`src/rtl/frac_baud_pkg.sv`:
```
// Package: shared widths and the phase-step helper for the fractional
// baud tick generator. Assumes a remainder width of at most 8 bits.
package frac_baud_pkg;

    localparam int DIV_BYTE_W = 8;   // width of each divisor byte
    localparam int REM_W      = 4;   // remainder width (sixteenths)

    // Sum of phase and remainder, one bit wider; MSB is the stretch flag.
    function automatic logic [REM_W:0] phase_sum(input logic [REM_W-1:0] ph,
                                                  input logic [REM_W-1:0] rem);
        phase_sum = {1'b0, ph} + {1'b0, rem};
    endfunction

endpackage

```
`src/rtl/fbg_div_shadow.sv`:
```
// Module: fbg_div_shadow
// Holds the divisor values that govern the running period. It loads the
// input values on a load strobe and reports whether the inputs differ from
// the held copy. Assumes the caller strobes load only at period boundaries
// or while idle.
module fbg_div_shadow #(
    parameter int WHOLE_W = 16,
    parameter int REM_W   = 4
) (
    input  logic               clk,
    input  logic               rst_n,
    input  logic               load,
    input  logic [WHOLE_W-1:0] in_whole,
    input  logic [REM_W-1:0]   in_rem,
    output logic [WHOLE_W-1:0] act_whole,
    output logic [REM_W-1:0]   act_rem,
    output logic               differs
);

    logic [WHOLE_W-1:0] whole_q;
    logic [REM_W-1:0]   rem_q;

    // Capture the divisor registers when a load is requested.
    always_ff @(posedge clk) begin
        if (!rst_n) begin
            whole_q <= '0;
            rem_q   <= '0;
        end else if (load) begin
            whole_q <= in_whole;
            rem_q   <= in_rem;
        end
    end

    // Flag any pending divisor change against the active copy.
    always_comb begin
        differs = (in_whole != whole_q) || (in_rem != rem_q);
    end

    assign act_whole = whole_q;
    assign act_rem   = rem_q;

endmodule

```
`src/rtl/fbg_phase_dither.sv`:
```
// Module: fbg_phase_dither
// Remainder phase accumulator. Each completed period adds the remainder
// to the phase modulo 2**REM_W. The current period is stretched by one
// clock when phase + remainder carries out. Assumes clear and advance are
// never used to mean the same boundary twice.
module fbg_phase_dither
    import frac_baud_pkg::*;
#(
    parameter int RW = REM_W
) (
    input  logic          clk,
    input  logic          rst_n,
    input  logic          clear,
    input  logic          advance,
    input  logic [RW-1:0] rem,
    output logic          stretch,
    output logic [RW-1:0] phase
);

    logic [RW-1:0] phase_q;
    logic [RW:0]   sum;

    // Form phase plus remainder; its carry selects the long period.
    always_comb begin
        sum = {1'b0, phase_q} + {1'b0, rem};
    end

    // Restart or step the phase at each period boundary.
    always_ff @(posedge clk) begin
        if (!rst_n) begin
            phase_q <= '0;
        end else if (clear) begin
            phase_q <= '0;
        end else if (advance) begin
            phase_q <= sum[RW-1:0];
        end
    end

    assign stretch = sum[RW];
    assign phase   = phase_q;

endmodule

```
`src/rtl/fbg_period_counter.sv`:
```
// Module: fbg_period_counter
// Counts reference clocks inside one tick period and flags the last clock
// of a period of length len. Assumes len >= 1 whenever clear is low.
module fbg_period_counter #(
    parameter int WHOLE_W = 16,
    localparam int LEN_W  = WHOLE_W + 1
) (
    input  logic               clk,
    input  logic               rst_n,
    input  logic               clear,
    input  logic [LEN_W-1:0]   len,
    output logic [WHOLE_W-1:0] count,
    output logic               last
);

    logic [WHOLE_W-1:0] cnt_q;
    logic [LEN_W-1:0]   cnt_ext;

    // Compare the running count with the final index of the period.
    always_comb begin
        cnt_ext = {1'b0, cnt_q};
        last    = (cnt_ext == len - LEN_W'(1));
    end

    // Advance the count, wrapping to zero after the last clock.
    always_ff @(posedge clk) begin
        if (!rst_n) begin
            cnt_q <= '0;
        end else if (clear || last) begin
            cnt_q <= '0;
        end else begin
            cnt_q <= cnt_q + WHOLE_W'(1);
        end
    end

    assign count = cnt_q;

endmodule

```
`src/rtl/frac_baud_gen.sv`:
```
// Module: frac_baud_gen (top)
// Fractional baud-rate tick generator. The period length alternates between
// whole and whole+1 clocks under control of a remainder phase accumulator,
// so that the mean division is whole + rem/2**REM_W. Divisor inputs are
// adopted at start-up and at period boundaries only. Assumes the divisor
// inputs are synchronous to clk.
module frac_baud_gen
    import frac_baud_pkg::*;
#(
    parameter int BYTE_W = DIV_BYTE_W,
    parameter int RW     = REM_W,
    localparam int WHOLE_W = 2 * BYTE_W,
    localparam int LEN_W   = WHOLE_W + 1
) (
    input  logic              clk,
    input  logic              rst_n,
    input  logic              en,
    input  logic [BYTE_W-1:0] div_hi,
    input  logic [BYTE_W-1:0] div_lo,
    input  logic [RW-1:0]     div_frac,
    output logic              tick
);

    logic [WHOLE_W-1:0] in_whole;
    logic [WHOLE_W-1:0] act_whole;
    logic [RW-1:0]      act_rem;
    logic               differs;
    logic               stretch;
    logic [RW-1:0]      phase;
    logic [WHOLE_W-1:0] count;
    logic               cnt_last;
    logic [LEN_W-1:0]   len;
    logic               run_q;
    logic               tick_q;
    logic               start;
    logic               boundary;
    logic               load;

    // Join the two divisor bytes into the whole-clock count.
    always_comb begin
        in_whole = {div_hi, div_lo};
    end

    // Decode start-up, period end and divisor load conditions.
    always_comb begin
        start    = en && !run_q;
        boundary = en && run_q && cnt_last;
        load     = start || (boundary && differs);
        len      = {1'b0, act_whole} + LEN_W'(stretch);
    end

    fbg_div_shadow #(
        .WHOLE_W (WHOLE_W),
        .REM_W   (RW)
    ) u_shadow (
        .clk       (clk),
        .rst_n     (rst_n),
        .load      (load),
        .in_whole  (in_whole),
        .in_rem    (div_frac),
        .act_whole (act_whole),
        .act_rem   (act_rem),
        .differs   (differs)
    );

    fbg_phase_dither #(
        .RW (RW)
    ) u_dither (
        .clk     (clk),
        .rst_n   (rst_n),
        .clear   (!en || load),
        .advance (boundary && !differs),
        .rem     (act_rem),
        .stretch (stretch),
        .phase   (phase)
    );

    fbg_period_counter #(
        .WHOLE_W (WHOLE_W)
    ) u_counter (
        .clk   (clk),
        .rst_n (rst_n),
        .clear (!en || !run_q),
        .len   (len),
        .count (count),
        .last  (cnt_last)
    );

    // Track whether a nonzero divisor is currently being run.
    always_ff @(posedge clk) begin
        if (!rst_n) begin
            run_q <= 1'b0;
        end else if (!en) begin
            run_q <= 1'b0;
        end else if (load) begin
            run_q <= (in_whole != '0);
        end
    end

    // Register the tick so it is a clean pulse at each period end.
    always_ff @(posedge clk) begin
        if (!rst_n) begin
            tick_q <= 1'b0;
        end else begin
            tick_q <= boundary;
        end
    end

    assign tick = tick_q;

endmodule

```
`config.mk`:
```
export PLATFORM = sky130hd
export DESIGN_NAME = frac_baud_gen
export DESIGN_NICKNAME = d
export VERILOG_FILES = /design/src/rtl/frac_baud_pkg.sv /design/src/rtl/fbg_div_shadow.sv /design/src/rtl/fbg_phase_dither.sv /design/src/rtl/fbg_period_counter.sv /design/src/rtl/frac_baud_gen.sv
export SDC_FILE = /design/constraint.sdc
export NUM_CORES = 1
export LEC_CHECK = 0
export BUFFER_PORTS_ARGS = -buffer_cell sky130_fd_sc_hd__buf_2
export CORE_ASPECT_RATIO = 2
export CORE_MARGIN = 2
export CORE_UTILIZATION = 54
export DETAILED_ROUTE_END_ITERATION = 8
export PLACE_DENSITY = 0.83
export SYNTH_ARGS = -nofsm -noshare
export SYNTH_HDL_FRONTEND = slang
export SYNTH_SLANG_ARGS = --single-unit
```
`constraint.sdc`:
```
create_clock -name clk -period 3.78 [get_ports clk]
set_clock_uncertainty 0.2 [all_clocks]
set_input_delay 0.378 -clock clk [delete_from_list [all_inputs] [get_ports clk]]
set_output_delay 0.378 -clock clk [all_outputs]
set_load 0.02 [all_outputs]
```
# ---- After elaboration in Yosys (flattened, before gate mapping)
# Cells that the tools add are included.
# Widths: inputs -> output; s select.
dict set report word_totals {
  elab_cells 31
  output_inout_bits 1
  register_bits 42
  in_bits 23
}
dict set report op_classes {
  eq_ne 3
  bitwise 1
  addsub 4
  reduce_logical 17
}
# cell count
set op_table {}
lappend op_table {{$add 16x1->17} 1}
lappend op_table {{$eq 16x17->1} 1}
lappend op_table {{$sub 17x1->17 const B} 1}
lappend op_table {{$add 16x1->16 const B} 1}
lappend op_table {{$ne 16x16->1} 1}
lappend op_table {{$reduce_bool 16->1} 1}
lappend op_table {{$add 4x4->5} 1}
lappend op_table {{$logic_and 1x1->1} 5}
lappend op_table {{$logic_or 1x1->1} 5}
lappend op_table {{$ne 4x4->1} 1}
lappend op_table {{$reduce_or 2->1} 2}
lappend op_table {{$logic_not 1->1} 3}
lappend op_table {{$reduce_and 2->1} 1}
lappend op_table {{$not 1->1} 1}

# ---- Depth between registers and ports, before layout
# Gate-level depths: netlist (run 1).
dict set report logic_depth {
  word_depth 9
  ltp_mapped 18
  depth_no_buf 15
}

# ---- Modules after synthesis
# Synthesis (run 1) repeated with hierarchy kept, for this count alone.
dict set report unflattened {
  hier_cells 333
  area_unflattened_um2 2939.1
}
# mod seq_area_each_um2 area_per_inst_um2 n_inst cells_per_inst
set by_module_without_submodules {}
lappend by_module_without_submodules {fbg_period_counter 320.3 1224.9 1 151}
lappend by_module_without_submodules {fbg_div_shadow 400.4 972.2 1 91}
lappend by_module_without_submodules {frac_baud_gen 40.0 436.7 1 60}
lappend by_module_without_submodules {fbg_phase_dither 80.1 305.3 1 31}

# ---- Worst setup path after synthesis (run 1)
# Ideal clock, no wire load.
dict set report synth_timing {
  kind {reg-to-reg}
  startpoint {reg u_shadow.rem_q[0] (netlist: u_shadow.act_rem[0])}
  endpoint {reg u_shadow.rem_q[0] (netlist: u_shadow.act_rem[0])}
  path_stages_with_launch 18
  t_arrival_ps 3897
  slack_ps -388
  t_required_ps 3508
  setup_ps 72
  path_buffers 3
  path_cell_list {dfxtp_1 > ha_1 > inv_1 > fa_1 > inv_1 > a21o_1 > a21oi_1 > ha_1 > or4b_1 > buf_2 > or4_1 > a22o_1 > a2111o_1 > nand4bb_1 > buf_6 > o32ai_4 > buf_8 > mux2i_1}
}
dict set report synth_between {
  elab_chain_len 7
}
# element line_no
set synth_rtl {}
lappend synth_rtl {{start, declared} fbg_div_shadow.sv:21} ;# logic [REM_W-1:0] rem_q;
lappend synth_rtl {{start signal, assigned} fbg_div_shadow.sv:30} ;# rem_q <= in_rem;
lappend synth_rtl {{$add 4x4->5} fbg_phase_dither.sv:25} ;# sum = {1'b0, phase_q} + {1'b0, rem};
lappend synth_rtl {{$add 16x1->17} frac_baud_gen.sv:49} ;# len = {1'b0, act_whole} + LEN_W'(stretch);
lappend synth_rtl {{$sub 17x1->17} fbg_period_counter.sv:22} ;# last = (cnt_ext == len - LEN_W'(1));
lappend synth_rtl {{$eq 16x17->1} fbg_period_counter.sv:22}
lappend synth_rtl {{$logic_and 1x1->1} frac_baud_gen.sv:47} ;# boundary = en && run_q && cnt_last;
lappend synth_rtl {{$logic_and 1x1->1 (*)} frac_baud_gen.sv:48} ;# load = start || (boundary && differs);
lappend synth_rtl {{$logic_or 1x1->1 (*)} frac_baud_gen.sv:48}
# Mark *: on every way between the ends. The rest lies on a longest branch, timed or not.
# A chain may end at the register's enable or synchronous reset.

# ---- Final worst setup path (run 1)
dict set report layout_timing {
  startpoint {reg u_shadow.rem_q[0] (netlist: u_shadow.act_rem[0])}
  endpoint {reg u_shadow.whole_q[10] (netlist: u_shadow.act_whole[10])}
}
dict set report layout_between {
  elab_chain_len 7
}
# element line_no
set layout_rtl {}
lappend layout_rtl {{$add 4x4->5} fbg_phase_dither.sv:25}
lappend layout_rtl {{$add 16x1->17} frac_baud_gen.sv:49}
lappend layout_rtl {{$sub 17x1->17} fbg_period_counter.sv:22}
lappend layout_rtl {{$eq 16x17->1} fbg_period_counter.sv:22}
lappend layout_rtl {{$logic_and 1x1->1} frac_baud_gen.sv:47}
lappend layout_rtl {{$logic_and 1x1->1 (*)} frac_baud_gen.sv:48}
lappend layout_rtl {{$logic_or 1x1->1 (*)} frac_baud_gen.sv:48}
lappend layout_rtl {{end signal, assigned} fbg_div_shadow.sv:29} ;# whole_q <= in_whole;
lappend layout_rtl {{end, declared} fbg_div_shadow.sv:20} ;# logic [WHOLE_W-1:0] whole_q;
# Marks and branches as above.

==> impl_metrics.csv, run 1 <==
group,metric,value,unit
clock_tree,cts_hold_buf,0,
clock_tree,cts.sinks,42,
route,vias,2802,
worst_setup_path,timing.rr.start,"u_shadow.act_rem[0]",
route,postRouteAntennaNets,0,
die,die_area,5960,sq um
yosys,ys_warn_count,0,
global_routing,grt_use_total,29.7,%
power,p_clk_share,28.0,%
global_routing,grt_max_degree,43,
power,combinationalPowerShare,28.5,%
clock_tree,numCtsBuffers,5,
placement,numPortBuffers,23,
clock_tree,clk_pin_slew,90,ps
worst_setup_path,cp-startpoint,"u_shadow.act_rem[0]",
timing,grt_setup_unrepaired,"yes",
power,switching_share,32.4,%
cells_and_area,final_common_cell,"nand2_1",
route,wl_per_cell,20.1,um
global_routing,grt-ovfl-total,0,
power,switching_power,0.000359,W
global_routing,grt_pass1_wl,13600,um
route,post-route-drc-count,0,
worst_hold_path,hold_start,"div_frac[3]",
clock_tree,worstSkewPairLatency,310,ps
worst_setup_path,cp-end-kind,"flop",
cells_and_area,area_growth,22.6,%
global_routing,antenna_found_initial,0,
yosys,syn_avg_cell_area,8.27,sq um
power,power.density,315,nW/um^2
job,cap_violations,0,
worst_setup_path,cp_data_required_time,3820,ps
cells_and_area,final_area,3530,sq um
yosys,ys_types,54,
timing,tightest_slew,1040,ps
timing,setup_ws,-364,ps
worst_hold_path,hold_class,"input port to flop",
timing,finalCriticalPeriod,4140,ps
power,power.internal,0.000750,W
placement,hpwl,6240,um
route,routed_wl,9020,um
clock_tree,clockBufferDepth,2,
worst_setup_path,path_class,"flop to flop",
worst_setup_path,arrival,4180,ps
power,vdd_drop_max,0.000284,V
outcome,outcome,"complete, but fails checks",
cells_and_area,drive_above_1_share,25.8,%
timing,slew_viol_final,0,
timing,max_slew_margin,30.1,%
worst_setup_path,cpMaxStageDelayCell,"or4b_4",
clock_tree,root_buffer,"clkbuf_8",
power,p_leak,1.38,nW
timing,finalCritPeriodShare,110,%
placement,place_area,3200,sq um
global_routing,grt_pass1_vias,2838,
worst_setup_path,setup.worst_path.start_class,"flop",
route,first_pass_iters,5,
timing,max_freq,241,MHz
clock_tree,cts_tree,"done",
outcome,violations,"setup timing",
placement,gp_congestion,1.00,
die,initial_core_util,56.0,%
yosys,synth_cells,348,
yosys,syn_nets,379,
timing,hold_ws,121,ps
timing,hold_viol,0,
die,io_pins,24,
worst_setup_path,cp_common_cell,"inv_2",
yosys,netlist_area,2880,sq um
worst_setup_path,slowest_delay,470,ps
route,drt_iter0_drc,131,
timing,setup_viol,42,
die,dieHeight,107,um
worst_setup_path,path_max_fanout,5,
power,p_seq_share,43.5,%
clock_tree,cts.htree.levels,2,
yosys,synth_edf_count,0,
yosys,ys_seq_elements,42,
yosys,synth-async-reset-ratio,0,%
route,vias_per_cell,6.24,
die,core.rowCount,37,
cells_and_area,n_antenna_cell,0,
yosys,yosysSeqAreaShare,29.2,%
cells_and_area,nets,421,
cells_and_area,final_cell_mix,"nand2_1, dfxtp_1, xnor2_1, buf_4, nor2_1",
die,core-area,5140,sq um
yosys,synth-main-ff-cell,"dfxtp_1",
worst_setup_path,path_cells,"ha_4, inv_2, fa_2, inv_2, a21o_1, a21oi_2, ha_2, or4b_4, or4_1, a22o_1, a2111o_1, nand4bb_4, o32ai_4, buf_4, buf_6, mux2i_1",
die,die_w,55.6,um
==> flip-flops by register name, indices dropped and copies added, names as in the netlist <==
name                cells
u_shadow.act_whole     16
u_dither.phase          4
tick                    1
run_q                   1
u_shadow.act_rem        4
u_counter.count        16
==> stage by stage <==
stage / power [W] / utilization, % / TNS, ps / worst slack (ps) / cells
after floorplan: 0.000666 / - / -6630 / -261 / 348
after global placement: 0.000762 / 62.2 / -6050 / -216 / 433
after detailed placement: 0.000767 / 62.2 / -10100 / -333 / 433
after CTS: 0.00109 / 66.5 / -8640 / -271 / 446
after global routing: 0.00115 / 68.6 / -18220 / -542 / 449
final: 0.00111 / 68.6 / -10990 / -364 / 449
==> cell families (layout without fill, tap and decap cells) <==
logic type	after synthesis	count (layout)	share of synthesized area (%)
fa+ha+maj	8	8	3.74
xor+xnor	53	53	16.1
flops	42	42	29.2
buf+inv	35	78	6.00
compound gates	45	45	12.7
simple gates	145	145	25.2
mux	20	20	6.96
==> power groups by stage <==
stage | Combinational, W | Sequential, W | Clock (W)
3_3_place_gp | 0.000272 | 0.000490 | 0
4_1_cts | 0.000291 | 0.000481 | 0.000315
3_5_place_dp | 0.000276 | 0.000491 | 0
2_1_floorplan | 0.000187 | 0.000479 | 0
6_report | 0.000316 | 0.000482 | 0.000311
5_1_grt | 0.000336 | 0.000485 | 0.000332
==> path summary, 6_finish.rpt <==
check / cells after the start / slack, ps / end
max: 16 / -360 / u_shadow.act_whole[10]
min: 3 / 120 / u_shadow.act_rem[3]
max reg2reg: 16 / -360 / u_shadow.act_whole[10]
min reg2reg: 1 / 300 / u_counter.count[0]
==> routing by layer <==
metal	routed length, um	up-vias	global-route usage (%)	part of all wire [%]
met5	0	-	0	0
met4	705	0	23.3	7.8
met3	356	57	5.07	3.9
met2	4980	123	55.9	55
met1	2980	1315	27.1	33
li1	-	1307	-	-
==> Yosys cell counts, types with 5 or more instances <==
cell type / n / share of area [%]
nor2_1: 28 / 3.7
xnor2_1: 28 / 8.5
mux2i_1: 20 / 7.0
ha_1: 7 / 3.0
clkbuf_1: 17 / 2.2
nand4_1: 7 / 1.5
a21oi_1: 5 / 0.87
nor3_1: 5 / 0.87
dfxtp_1: 42 / 29
nand2_1: 50 / 6.5
xor2_1: 25 / 7.6
nor4_1: 12 / 2.6
inv_1: 11 / 1.4
nand3_1: 16 / 2.8
nand2b_1: 5 / 1.1
==> critical path, delay by kind of cell (launching register included) <==
| family | cells | cell delay [ps] |
|---|---|---|
| buffers and inverters | 4 | 390 |
| adders and majority gates | 3 | 570 |
| AOI/OAI and AO/OA | 5 | 1160 |
| DFF | 1 | 350 |
| muxes | 1 | 190 |
| and+or+nand+nor | 3 | 1200 |
==> repair_timing <==
action | 4_1_cts | 5_1_grt
gates cloned | 0 | 1
endpoints found under the setup margin | 42 | 42
gates resized for setup | 19 | 16
pin swaps | 6 | 7
setup buffers | 5 | 3
==> final cells by class <==
type	instances	area [sq um]
clock buffer	7	86.3
clock inverter	1	5.00
fill	411	1610
inverter	11	41.3
multi-input combinational	271	2050
sequential	42	843
tap	58	72.6
timing repair buffer	59	424
Note: power is estimated with default switching activity, not from simulation.
==> run 2: changes to the inputs <==
--- a/config.mk
+++ b/config.mk
@@ -11,6 +11,7 @@
 export CORE_UTILIZATION = 54
 export DETAILED_ROUTE_END_ITERATION = 8
 export PLACE_DENSITY = 0.83
+export RECOVER_POWER = 50
 export SYNTH_ARGS = -nofsm -noshare
 export SYNTH_HDL_FRONTEND = slang
 export SYNTH_SLANG_ARGS = --single-unit
==> impl_metrics.csv, run 2 (synthesis results as in run 1) <==
group,metric,value,unit
placement,place_area,3200,sq um
placement,gp_congestion,1.00,
worst_setup_path,path_max_fanout,5,
timing,tightest_slew,1010,ps
global_routing,grt_pass1_vias,2838,
cells_and_area,drive_above_1_share,25.6,%
timing,slew_viol_final,0,
worst_setup_path,cp_data_required_time,3820,ps
timing,max_slew_margin,32.3,%
power,vdd_drop_max,0.000284,V
die,core-area,5140,sq um
worst_setup_path,cpMaxStageDelayCell,"or4b_4",
global_routing,grt-busiest-layer,"met2",
route,routed_wl,9020,um
die,die_area,5960,sq um
route,post-route-drc-count,0,
clock_tree,clk_pin_slew,90,ps
worst_setup_path,cp_top_family,"simple AND/OR/NAND/NOR gates",
timing,setup_ws,-364,ps
cells_and_area,final_common_cell,"nand2_1",
global_routing,grt_use_total,29.7,%
die,dieHeight,107,um
clock_tree,cts_hold_buf,0,
cells_and_area,final_cell_mix,"nand2_1, dfxtp_1, xnor2_1, buf_4, nor2_1",
clock_tree,worstSkewPairLatency,310,ps
global_routing,use_met2,55.9,%
worst_setup_path,path_cells,"ha_4, inv_2, fa_2, inv_2, a21o_1, a21oi_2, ha_2, or4b_4, or4_1, a22o_1, a2111o_1, nand4bb_4, o32ai_4, buf_4, buf_6, mux2i_1",
die,initial_core_util,56.0,%
power,power.internal,0.000750,W
cells_and_area,nets,421,
route,vias,2797,
timing,finalCritPeriodShare,110,%
global_routing,antenna_found_initial,0,
clock_tree,cts.htree.levels,2,
timing,setup_viol,42,
power,p_seq_share,43.5,%
placement,numPortBuffers,23,
die,io_pins,24,
clock_tree,numCtsBuffers,5,
route,wl_per_cell,20.1,um
worst_setup_path,cp_common_cell,"inv_2",
power,combinationalPowerShare,28.5,%
power,p_leak,1.37,nW
cells_and_area,n_antenna_cell,0,
placement,hpwl,6240,um
route,vias_per_cell,6.23,
clock_tree,cts.sinks,42,
worst_hold_path,hold_class,"input port to flop",
worst_setup_path,arrival,4180,ps
job,cap_violations,0,
route,first_pass_iters,5,
clock_tree,cts_tree,"done",
power,power.density,315,nW/um^2
die,die_w,55.6,um
timing,grt_setup_unrepaired,"yes",
power,switching_share,32.4,%
route,postRouteAntennaNets,0,
timing,hold_viol,0,
global_routing,grt_max_degree,43,
worst_setup_path,setup.worst_path.start_class,"flop",
cells_and_area,area_growth,22.5,%
outcome,outcome,"complete, but fails checks",
outcome,violations,"setup timing",
timing,max_freq,241,MHz
worst_setup_path,path_class,"flop to flop",
global_routing,grt_pass1_wl,13600,um
placement,dpl_worst_slack,-333,ps
clock_tree,root_buffer,"clkbuf_8",
worst_setup_path,r2r_slack,-360,ps
worst_setup_path,cp-end-kind,"flop",
global_routing,grt-ovfl-total,0,
global_routing,grt_util_met3,5.07,%
global_routing,use_met1,27.1,%
worst_setup_path,slowest_delay,470,ps
route,drt_iter0_drc,133,
cells_and_area,final_area,3530,sq um
power,switching_power,0.000359,W
clock_tree,clockBufferDepth,2,
timing,finalCriticalPeriod,4140,ps
die,core.rowCount,37,
worst_setup_path,cp_num_buf_inv,4,
power,p_clk_share,28.0,%
[run 2: changes by cell type in the layout (fill, tap and decap cells not counted)]
cell / previous run / this run
buf_2: 23 / 22
clkbuf_1: 1 / 2
[run 2: worst reg2reg max path, cell delays in order (launching register included)]
cell and delay, ps:
dfxtp_2 350, ha_4 160, inv_2 50, fa_2 220, inv_2 40, a21o_1 150, a21oi_2 130, ha_2 190
or4b_4 470, or4_1 470, a22o_1 210, a2111o_1 380, nand4bb_4 260, o32ai_4 290, buf_4 180, buf_6 120
mux2i_1 190
[run 2: final timing paths]
| check | depth (start not counted) | from | end |
|---|---|---|---|
| setup / recovery | 16 | u_shadow.act_rem[0] | u_shadow.act_whole[10] |
| hold / removal | 3 | div_frac[3] | u_shadow.act_rem[3] |
| setup reg to reg | 16 | u_shadow.act_rem[0] | u_shadow.act_whole[10] |
| hold reg to reg | 1 | u_counter.count[0] | u_counter.count[0] |
[run 2: layout make-up]
type / count / area, sq um
Sequential cell: 42 / 843
Tap cell: 58 / 72.6
Clock inverter: 1 / 5.00
Inverter: 11 / 41.3
Fill cell: 412 / 1610
Clock buffer: 7 / 86.3
Timing Repair Buffer: 59 / 423
Multi-Input combinational cell: 271 / 2050
[run 2: stage by stage]
step	util, %	hold WS (ps)	power [W]	setup TNS [ps]	cells
2_1_floorplan	-	247	0.000666	-6630	348
3_3_place_gp	62.2	273	0.000762	-6050	433
3_5_place_dp	62.2	285	0.000767	-10100	433
4_1_cts	66.5	123	0.00109	-8640	446
5_1_grt	68.6	144	0.00115	-18220	449
6_report	68.6	121	0.00111	-10970	449
[run 2: metal layers]
| metal | vias up | wire length [um] | part of all wire (%) |
|---|---|---|---|
| met5 | - | 0 | 0 |
| met4 | 0 | 747 | 8.3 |
| met3 | 60 | 353 | 3.9 |
| met2 | 122 | 4950 | 55 |
| met1 | 1308 | 2970 | 33 |
| li1 | 1307 | - | - |
[run 2: power by group through the flow]
stage	sequential [W]	combinational, W	clock, W
finish	0.000482	0.000316	0.000311
floorplan	0.000479	0.000187	0
global placement	0.000490	0.000272	0
global route	0.000485	0.000336	0.000332
CTS	0.000481	0.000291	0.000315
detailed placement	0.000491	0.000276	0
[run 2: what timing repair did]
item	CTS	global route
endpoints found under the setup margin	42	42
buffers inserted	5	3
gates cloned	0	1
pin swaps	6	7
gates resized for setup	19	16
